<file path="src/rtl/srw_pkg.sv">
package srw_pkg;
    parameter int DW    = 8;
    parameter int AW    = 5;
    parameter int NREG  = 4;

    localparam logic [5:0] I2C_DEV_PREFIX = 6'b001001;
    localparam logic [1:0] TW_CHIP_CODE   = 2'b11;
    localparam int         RST_REG        = 1;
    localparam int         RST_BIT        = 7;

    function automatic logic [DW-1:0] reg_default(input int idx);
        case (idx)
            0:       return 8'h89;
            1:       return 8'h02;
            2:       return 8'h0F;
            default: return 8'h00;
        endcase
    endfunction

    function automatic logic [NREG*DW-1:0] file_default();
        logic [NREG*DW-1:0] img;
        img = '0;
        for (int i = 0; i < NREG; i++) begin
            img[i*DW +: DW] = reg_default(i);
        end
        return img;
    endfunction
endpackage

</file>
<file path="src/rtl/srw_tw_rx.sv">
module srw_tw_rx
    import srw_pkg::*;
#(
    parameter int P_DW = DW,
    parameter int P_AW = AW
) (
    input  logic            clk,
    input  logic            rst_n,
    input  logic            en,
    input  logic            cs_n,
    input  logic            sclk,
    input  logic            sdat,
    output logic            wr_en,
    output logic [P_AW-1:0] wr_addr,
    output logic [P_DW-1:0] wr_data
);
    localparam int FRAME = 3 + P_AW + P_DW;
    localparam int CW    = $clog2(FRAME + 2);

    typedef struct packed {
        logic             cs_q;
        logic             clk_q;
        logic [FRAME-1:0] shift;
        logic [CW-1:0]    cnt;
        logic             wr_en;
        logic [P_AW-1:0]  wr_addr;
        logic [P_DW-1:0]  wr_data;
    } tw_state_t;

    tw_state_t st_d, st_q;

    always_comb begin
        st_d       = st_q;
        st_d.cs_q  = cs_n;
        st_d.clk_q = sclk;
        st_d.wr_en = 1'b0;
        if (st_q.cs_q && !cs_n) begin
            st_d.cnt = '0;
        end else if (!cs_n && sclk && !st_q.clk_q) begin
            st_d.shift = {st_q.shift[FRAME-2:0], sdat};
            if (st_q.cnt != CW'(FRAME + 1)) begin
                st_d.cnt = st_q.cnt + 1'b1;
            end
        end
        if (!st_q.cs_q && cs_n && en
            && st_q.cnt == CW'(FRAME)
            && st_q.shift[FRAME-1 -: 2] == TW_CHIP_CODE
            && st_q.shift[FRAME-3]) begin
            st_d.wr_en   = 1'b1;
            st_d.wr_addr = st_q.shift[P_DW +: P_AW];
            st_d.wr_data = st_q.shift[P_DW-1:0];
        end
    end

    always_ff @(posedge clk) begin
        if (!rst_n) begin
            st_q      <= '0;
            st_q.cs_q <= 1'b1;
        end else begin
            st_q <= st_d;
        end
    end

    assign wr_en   = st_q.wr_en;
    assign wr_addr = st_q.wr_addr;
    assign wr_data = st_q.wr_data;
endmodule

</file>
<file path="src/rtl/srw_i2c_rx.sv">
module srw_i2c_rx
    import srw_pkg::*;
#(
    parameter int P_DW   = DW,
    parameter int P_AW   = AW,
    parameter int P_NREG = NREG
) (
    input  logic            clk,
    input  logic            rst_n,
    input  logic            en,
    input  logic            dev_sel,
    input  logic            scl,
    input  logic            sda,
    output logic            ack_oe,
    output logic            wr_en,
    output logic [P_AW-1:0] wr_addr,
    output logic [P_DW-1:0] wr_data
);
    localparam int BCW = $clog2(P_DW + 1);

    typedef enum logic [1:0] {S_IDLE, S_RECV, S_ACK, S_SKIP} bus_st_t;
    typedef enum logic [1:0] {PH_DEV, PH_PTR, PH_DATA}       phase_t;

    typedef struct packed {
        logic            scl_q;
        logic            sda_q;
        bus_st_t         st;
        phase_t          ph;
        logic [P_DW-1:0] shift;
        logic [BCW-1:0]  bits;
        logic [P_AW-1:0] ptr;
        logic            ack;
        logic            wr_en;
        logic [P_AW-1:0] wr_addr;
        logic [P_DW-1:0] wr_data;
    } i2c_state_t;

    i2c_state_t st_d, st_q;

    logic scl_rise, scl_fall, bus_start, bus_stop;

    always_comb begin
        scl_rise  = scl && !st_q.scl_q;
        scl_fall  = !scl && st_q.scl_q;
        bus_start = scl && st_q.scl_q && st_q.sda_q && !sda;
        bus_stop  = scl && st_q.scl_q && !st_q.sda_q && sda;

        st_d       = st_q;
        st_d.scl_q = scl;
        st_d.sda_q = sda;
        st_d.wr_en = 1'b0;

        if (!en) begin
            st_d.st  = S_IDLE;
            st_d.ack = 1'b0;
        end else if (bus_start) begin
            st_d.st   = S_RECV;
            st_d.ph   = PH_DEV;
            st_d.bits = '0;
            st_d.ack  = 1'b0;
        end else if (bus_stop) begin
            st_d.st  = S_IDLE;
            st_d.ack = 1'b0;
        end else begin
            case (st_q.st)
                S_RECV: begin
                    if (scl_rise && st_q.bits != BCW'(P_DW)) begin
                        st_d.shift = {st_q.shift[P_DW-2:0], sda};
                        st_d.bits  = st_q.bits + 1'b1;
                    end else if (scl_fall && st_q.bits == BCW'(P_DW)) begin
                        case (st_q.ph)
                            PH_DEV: begin
                                if (st_q.shift[P_DW-1:1] == {I2C_DEV_PREFIX, dev_sel}
                                    && !st_q.shift[0]) begin
                                    st_d.st  = S_ACK;
                                    st_d.ack = 1'b1;
                                    st_d.ph  = PH_PTR;
                                end else begin
                                    st_d.st = S_SKIP;
                                end
                            end
                            PH_PTR: begin
                                if (st_q.shift[P_DW-1:P_AW] == '0) begin
                                    st_d.ptr = st_q.shift[P_AW-1:0];
                                    st_d.st  = S_ACK;
                                    st_d.ack = 1'b1;
                                    st_d.ph  = PH_DATA;
                                end else begin
                                    st_d.st = S_SKIP;
                                end
                            end
                            default: begin
                                st_d.wr_en   = 1'b1;
                                st_d.wr_addr = st_q.ptr;
                                st_d.wr_data = st_q.shift;
                                st_d.ptr     = (st_q.ptr >= P_AW'(P_NREG - 1))
                                               ? '0 : st_q.ptr + 1'b1;
                                st_d.st      = S_ACK;
                                st_d.ack     = 1'b1;
                            end
                        endcase
                    end
                end
                S_ACK: begin
                    if (scl_fall) begin
                        st_d.ack  = 1'b0;
                        st_d.st   = S_RECV;
                        st_d.bits = '0;
                    end
                end
                default: ;
            endcase
        end
    end

    always_ff @(posedge clk) begin
        if (!rst_n) begin
            st_q       <= '0;
            st_q.st    <= S_IDLE;
            st_q.ph    <= PH_DEV;
            st_q.scl_q <= 1'b1;
            st_q.sda_q <= 1'b1;
        end else begin
            st_q <= st_d;
        end
    end

    assign ack_oe  = st_q.ack;
    assign wr_en   = st_q.wr_en;
    assign wr_addr = st_q.wr_addr;
    assign wr_data = st_q.wr_data;
endmodule

</file>
<file path="src/rtl/srw_regbank.sv">
module srw_regbank
    import srw_pkg::*;
#(
    parameter int P_DW   = DW,
    parameter int P_AW   = AW,
    parameter int P_NREG = NREG
) (
    input  logic                   clk,
    input  logic                   rst_n,
    input  logic                   wr_en,
    input  logic [P_AW-1:0]        wr_addr,
    input  logic [P_DW-1:0]        wr_data,
    output logic [P_NREG*P_DW-1:0] regs
);
    localparam int IW = (P_NREG > 1) ? $clog2(P_NREG) : 1;

    typedef struct packed {
        logic [P_NREG-1:0][P_DW-1:0] r;
    } bank_t;

    bank_t bk_d, bk_q;
    logic [P_NREG*P_DW-1:0] dflt;

    assign dflt = file_default();

    always_comb begin
        bk_d = bk_q;
        if (bk_q.r[RST_REG][RST_BIT]) begin
            bk_d.r = dflt;
        end else if (wr_en && wr_addr < P_AW'(P_NREG)) begin
            bk_d.r[wr_addr[IW-1:0]] = wr_data;
        end
    end

    always_ff @(posedge clk) begin
        if (!rst_n) begin
            bk_q.r <= dflt;
        end else begin
            bk_q <= bk_d;
        end
    end

    assign regs = bk_q.r;
endmodule

</file>
<file path="src/rtl/serial_cfg_regs.sv">
module serial_cfg_regs
    import srw_pkg::*;
(
    input  logic               clk,
    input  logic               rst_n,
    input  logic               i2c_mode,
    input  logic               dev_sel,
    input  logic               tw_cs_n,
    input  logic               tw_clk,
    input  logic               tw_dat,
    input  logic               scl,
    input  logic               sda_in,
    output logic               sda_oe,
    output logic [NREG*DW-1:0] regs
);
    logic          tw_wr_en,  i2_wr_en,  wr_en;
    logic [AW-1:0] tw_wr_addr, i2_wr_addr, wr_addr;
    logic [DW-1:0] tw_wr_data, i2_wr_data, wr_data;

    srw_tw_rx u_tw (
        .clk     (clk),
        .rst_n   (rst_n),
        .en      (!i2c_mode),
        .cs_n    (tw_cs_n),
        .sclk    (tw_clk),
        .sdat    (tw_dat),
        .wr_en   (tw_wr_en),
        .wr_addr (tw_wr_addr),
        .wr_data (tw_wr_data)
    );

    srw_i2c_rx u_i2c (
        .clk     (clk),
        .rst_n   (rst_n),
        .en      (i2c_mode),
        .dev_sel (dev_sel),
        .scl     (scl),
        .sda     (sda_in),
        .ack_oe  (sda_oe),
        .wr_en   (i2_wr_en),
        .wr_addr (i2_wr_addr),
        .wr_data (i2_wr_data)
    );

    always_comb begin
        if (i2c_mode) begin
            wr_en   = i2_wr_en;
            wr_addr = i2_wr_addr;
            wr_data = i2_wr_data;
        end else begin
            wr_en   = tw_wr_en;
            wr_addr = tw_wr_addr;
            wr_data = tw_wr_data;
        end
    end

    srw_regbank u_bank (
        .clk     (clk),
        .rst_n   (rst_n),
        .wr_en   (wr_en),
        .wr_addr (wr_addr),
        .wr_data (wr_data),
        .regs    (regs)
    );
endmodule

</file>
<file path="config.mk">
export PLATFORM = sky130hd
export DESIGN_NAME = serial_cfg_regs
export DESIGN_NICKNAME = d
export VERILOG_FILES = /design/src/rtl/srw_pkg.sv /design/src/rtl/srw_tw_rx.sv /design/src/rtl/srw_i2c_rx.sv /design/src/rtl/srw_regbank.sv /design/src/rtl/serial_cfg_regs.sv
export SDC_FILE = /design/constraint.sdc
export NUM_CORES = 1
export LEC_CHECK = 0
export BUFFER_PORTS_ARGS = -buffer_cell sky130_fd_sc_hd__buf_4
export CELL_PAD_IN_SITES_DETAIL_PLACEMENT = 1
export CELL_PAD_IN_SITES_GLOBAL_PLACEMENT = 2
export CORE_MARGIN = 2
export CORE_UTILIZATION = 39
export CTS_CLUSTER_DIAMETER = 200
export CTS_CLUSTER_SIZE = 10
export DETAILED_ROUTE_END_ITERATION = 8
export GPL_TIMING_DRIVEN = 0
export PLACE_DENSITY = 0.83
export SLEW_MARGIN = 10
export SYNTH_ARGS = -nofsm -noshare
export SYNTH_HDL_FRONTEND = slang
export SYNTH_SLANG_ARGS = --single-unit
</file>
<file path="constraint.sdc">
create_clock -name clk -period 5.9 [get_ports clk]
set_input_delay 0.59 -clock clk [delete_from_list [all_inputs] [get_ports clk]]
set_output_delay 0.59 -clock clk [all_outputs]
set_load 0.005 [all_outputs]
</file>
==> results.cfg <==
[clock_network]
cts_buffers = 9
cts_setup_buffers = 0
clk_latency_ns = 0.36
cts-root-buf = clkbuf_16
cts-hold-fix-buffers = 0
clk_pin_slew_worst_paths_ns = 0.07
cts.sinks = 107
htree_levels = 3
cts_resized = 0
cts_tree = yes
clockBufferDepth = 2

[worst_setup_path]
rr_endpoint = u_i2c.wr_addr[2]
crit_slowest_cell = or4_1
critPathMaxStageDelay_ns = 0.43
worstPathMaxFanout = 10
worstPathArrival_ns = 2.47
crit_top_cell = buf_2
reg2reg_from = u_i2c.st_q[35]
cp-start-kind = flop
cp_data_required_time_ns = 6.12
reg2reg_slack_ns = 3.66
reg2reg_depth = 9
endpoint_kind = flop
path_cells = inv_1 -> ha_1 -> buf_2 -> nand2_1 -> or4_1 -> clkbuf_1 -> buf_2 -> mux2i_1 -> nor2_1
path_class = reg2reg

[logic_synthesis]
yosysUniqueCellTypes = 59
synth.area.top_cells = dfxtp_1, mux2i_1, nand2_1
synth_top_family_by_area = simple AND/OR/NAND/NOR gates
synth_compound_area_share_pct = 10.59
synth_fp_nets = 521
syn_area_um2 = 4551
synthSimpleGateAreaFrac_pct = 21.53
synth_xor_area_share_pct = 0.9623
synthFlopType = dfxtp_1
syn_area_per_cell_um2 = 9.029
netlist.area_leader.share_pct = 47.07
async_flop_share_pct = 0
synth-edff-count = 0
synthMuxAreaShare_pct = 14.54
syn_inst = 504
ys_seq_area_share_pct = 47.07
yosys.area_share.adder_pct = 2.200
ys_seq_elements = 107
synth_warnings = 0
synth_top_cell_by_area = dfxtp_1

[die]
num_rows = 39
chipHeight_um = 112.0
die_w_um = 112.0
initial_core_util_pct = 39.85
die_area_um2 = 12550
coreArea_um2 = 11420
ios = 42

[route]
drt_iter0_drc = 160
post_drt_wl_per_cell_um = 16.41
dr_wl_met2_um = 5634
top_layer = met4
drtPass1Iterations = 4
ant_nets = 0
wl_um = 11550
wl_met1_um = 5520
vias = 3667
via_per_inst = 5.209
wl_met3_um = 274
drc_errors = 0

[hold_path]
hold_class = in2reg
whs_path_depth = 2
min_to = u_tw.st_q[35]
min_from = tw_clk

[timing]
rsz0062_at_grt = no
period_needed_ns = 2.243
slew_violations = 0
period_share_pct = 38.02
setup_tns_ns = 0
skew_ns = 0.007920
fmax_mhz = 445.8
setup_viol = 0
tightest_slew_ns = 1.133
hold_violations = 0
relSlewSlack_pct = 23.94

[power_and_ir_drop]
pwr_density_cell_nw_per_um2 = 261.8
p_int_w = 0.001080
switching_share_pct = 22.74
clockPowerShare_pct = 44.3
combPwrFrac_pct = 3.8
power.share.sequential_pct = 51.9
peakVddDrop_v = 0.0003049
p_sw_w = 0.0003179
total_leakage_power_nw = 2.230

[run_status]
outcome = finished clean

[cells_and_area]
layout_commonest_cell = dfxtp_1
syn_to_final_growth_pct = 17.38
layout_common_cells = dfxtp_1, nand2_1, mux2i_1
final_nets = 573
drive_gt1_share_pct = 14.08
nFillCells = 1350
diodes = 0
final_core_util_pct = 46.78

[global_route]
grt_pass1_wl_um = 19390
antenna_found_initial = 0
grt_max_degree = 18
grt_pass1_vias = 3871
grt_use_total_pct = 19.48
gr-total-overflow = 0

[run]
cap_viol_max_count = 0

[placed_design]
globalplace.congestion = 0.7761
hpwl_um = 8601
port_buffers = 41
## cell families (layout without fill, tap and decap cells)
kind of cell	Yosys count	in the layout
mux	65	65
flops	107	107
xor+xnor	5	5
buf+inv	36	93
simple gates	210	210
compound gates	73	73
fa+ha+maj	8	8
## registers in the layout, summed over array words and instances (netlist names)
signal,flops
u_bank.regs,32
u_i2c.ack_oe,1
u_i2c.st_q,23
u_i2c.wr_addr,5
u_i2c.wr_data,8
u_i2c.wr_en,1
u_tw.st_q,23
u_tw.wr_addr,5
u_tw.wr_data,8
u_tw.wr_en,1
## cell usage after synthesis, types with 5 or more instances
cell type  number
mux2i_1        56
dfxtp_1       107
nor2_1         47
nor3_1          5
buf_2           5
ha_1            8
mux2_2          9
nand2_1       103
inv_1          10
clkbuf_1       19
nand2b_1       10
nand3_1        11
a21oi_1        37
## worst max-delay path by stage
stage	depth (start not counted)	startpoint	endpoint
2_1_floorplan	6	scl	u_i2c.wr_addr[2]
3_3_place_gp	6	i2c_mode	u_bank.regs[9]
3_5_place_dp	6	i2c_mode	u_bank.regs[9]
4_1_cts	9	u_i2c.st_q[35]	u_i2c.wr_addr[2]
5_1_grt	9	u_i2c.st_q[35]	u_i2c.wr_addr[2]
6_report	9	u_i2c.st_q[35]	u_i2c.wr_addr[2]
## power by group through the flow
stage | logic (W) | registers (W) | clock network [W]
6_report | 0.0000526 | 0.000726 | 0.000620
3_5_place_dp | 0.0000528 | 0.000743 | 0
4_1_cts | 0.0000531 | 0.000726 | 0.000637
5_1_grt | 0.0000585 | 0.000726 | 0.000662
2_1_floorplan | 0.0000333 | 0.000742 | 0
3_3_place_gp | 0.0000515 | 0.000743 | 0
## per-layer routing
metal | up-vias | GRT usage (%)
li1 | 1838 | -
met1 | 1785 | 24.52
met5 | - | 0
met2 | 36 | 33.21
met4 | 0 | 6.423
met3 | 8 | 4.482
## critical path: cells and delay by family, from the launching register on
family	cells	cell delay, ns
DFF	1	0.33
and+or+nand+nor	3	0.68
muxes	1	0.19
buffers and inverters	4	0.76
adders and majority gates	1	0.14
## cell type report
class | instances | area [um2] | area share, %
tap | 143 | 178.9 | 3.350
inverter | 11 | 41.29 | 0.7730
sequential | 107 | 2142 | 40.10
timing repair buffer | 41 | 307.8 | 5.762
clock buffer | 10 | 239.0 | 4.474
buffer | 25 | 100.1 | 1.874
clock inverter | 6 | 65.06 | 1.218
multi-input combinational | 361 | 2267 | 42.45
## per-stage QoR
stage / hold slack [ns] / area [um2] / total power [W] / std cells / setup WS, ns
after CTS: 0.4370 / 5341 / 0.001415 / 704 / 3.657
final: 0.4522 / 5341 / 0.001398 / 704 / 3.657
after global routing: 0.4559 / 5341 / 0.001446 / 704 / 3.461
after detailed placement: 0.4511 / 5037 / 0.0007956 / 688 / 3.330
after floorplan: 0.4268 / 4551 / 0.0007755 / 504 / 3.865
after global placement: 0.4381 / 5037 / 0.0007941 / 688 / 3.356
(Power assumes the default switching activity.)
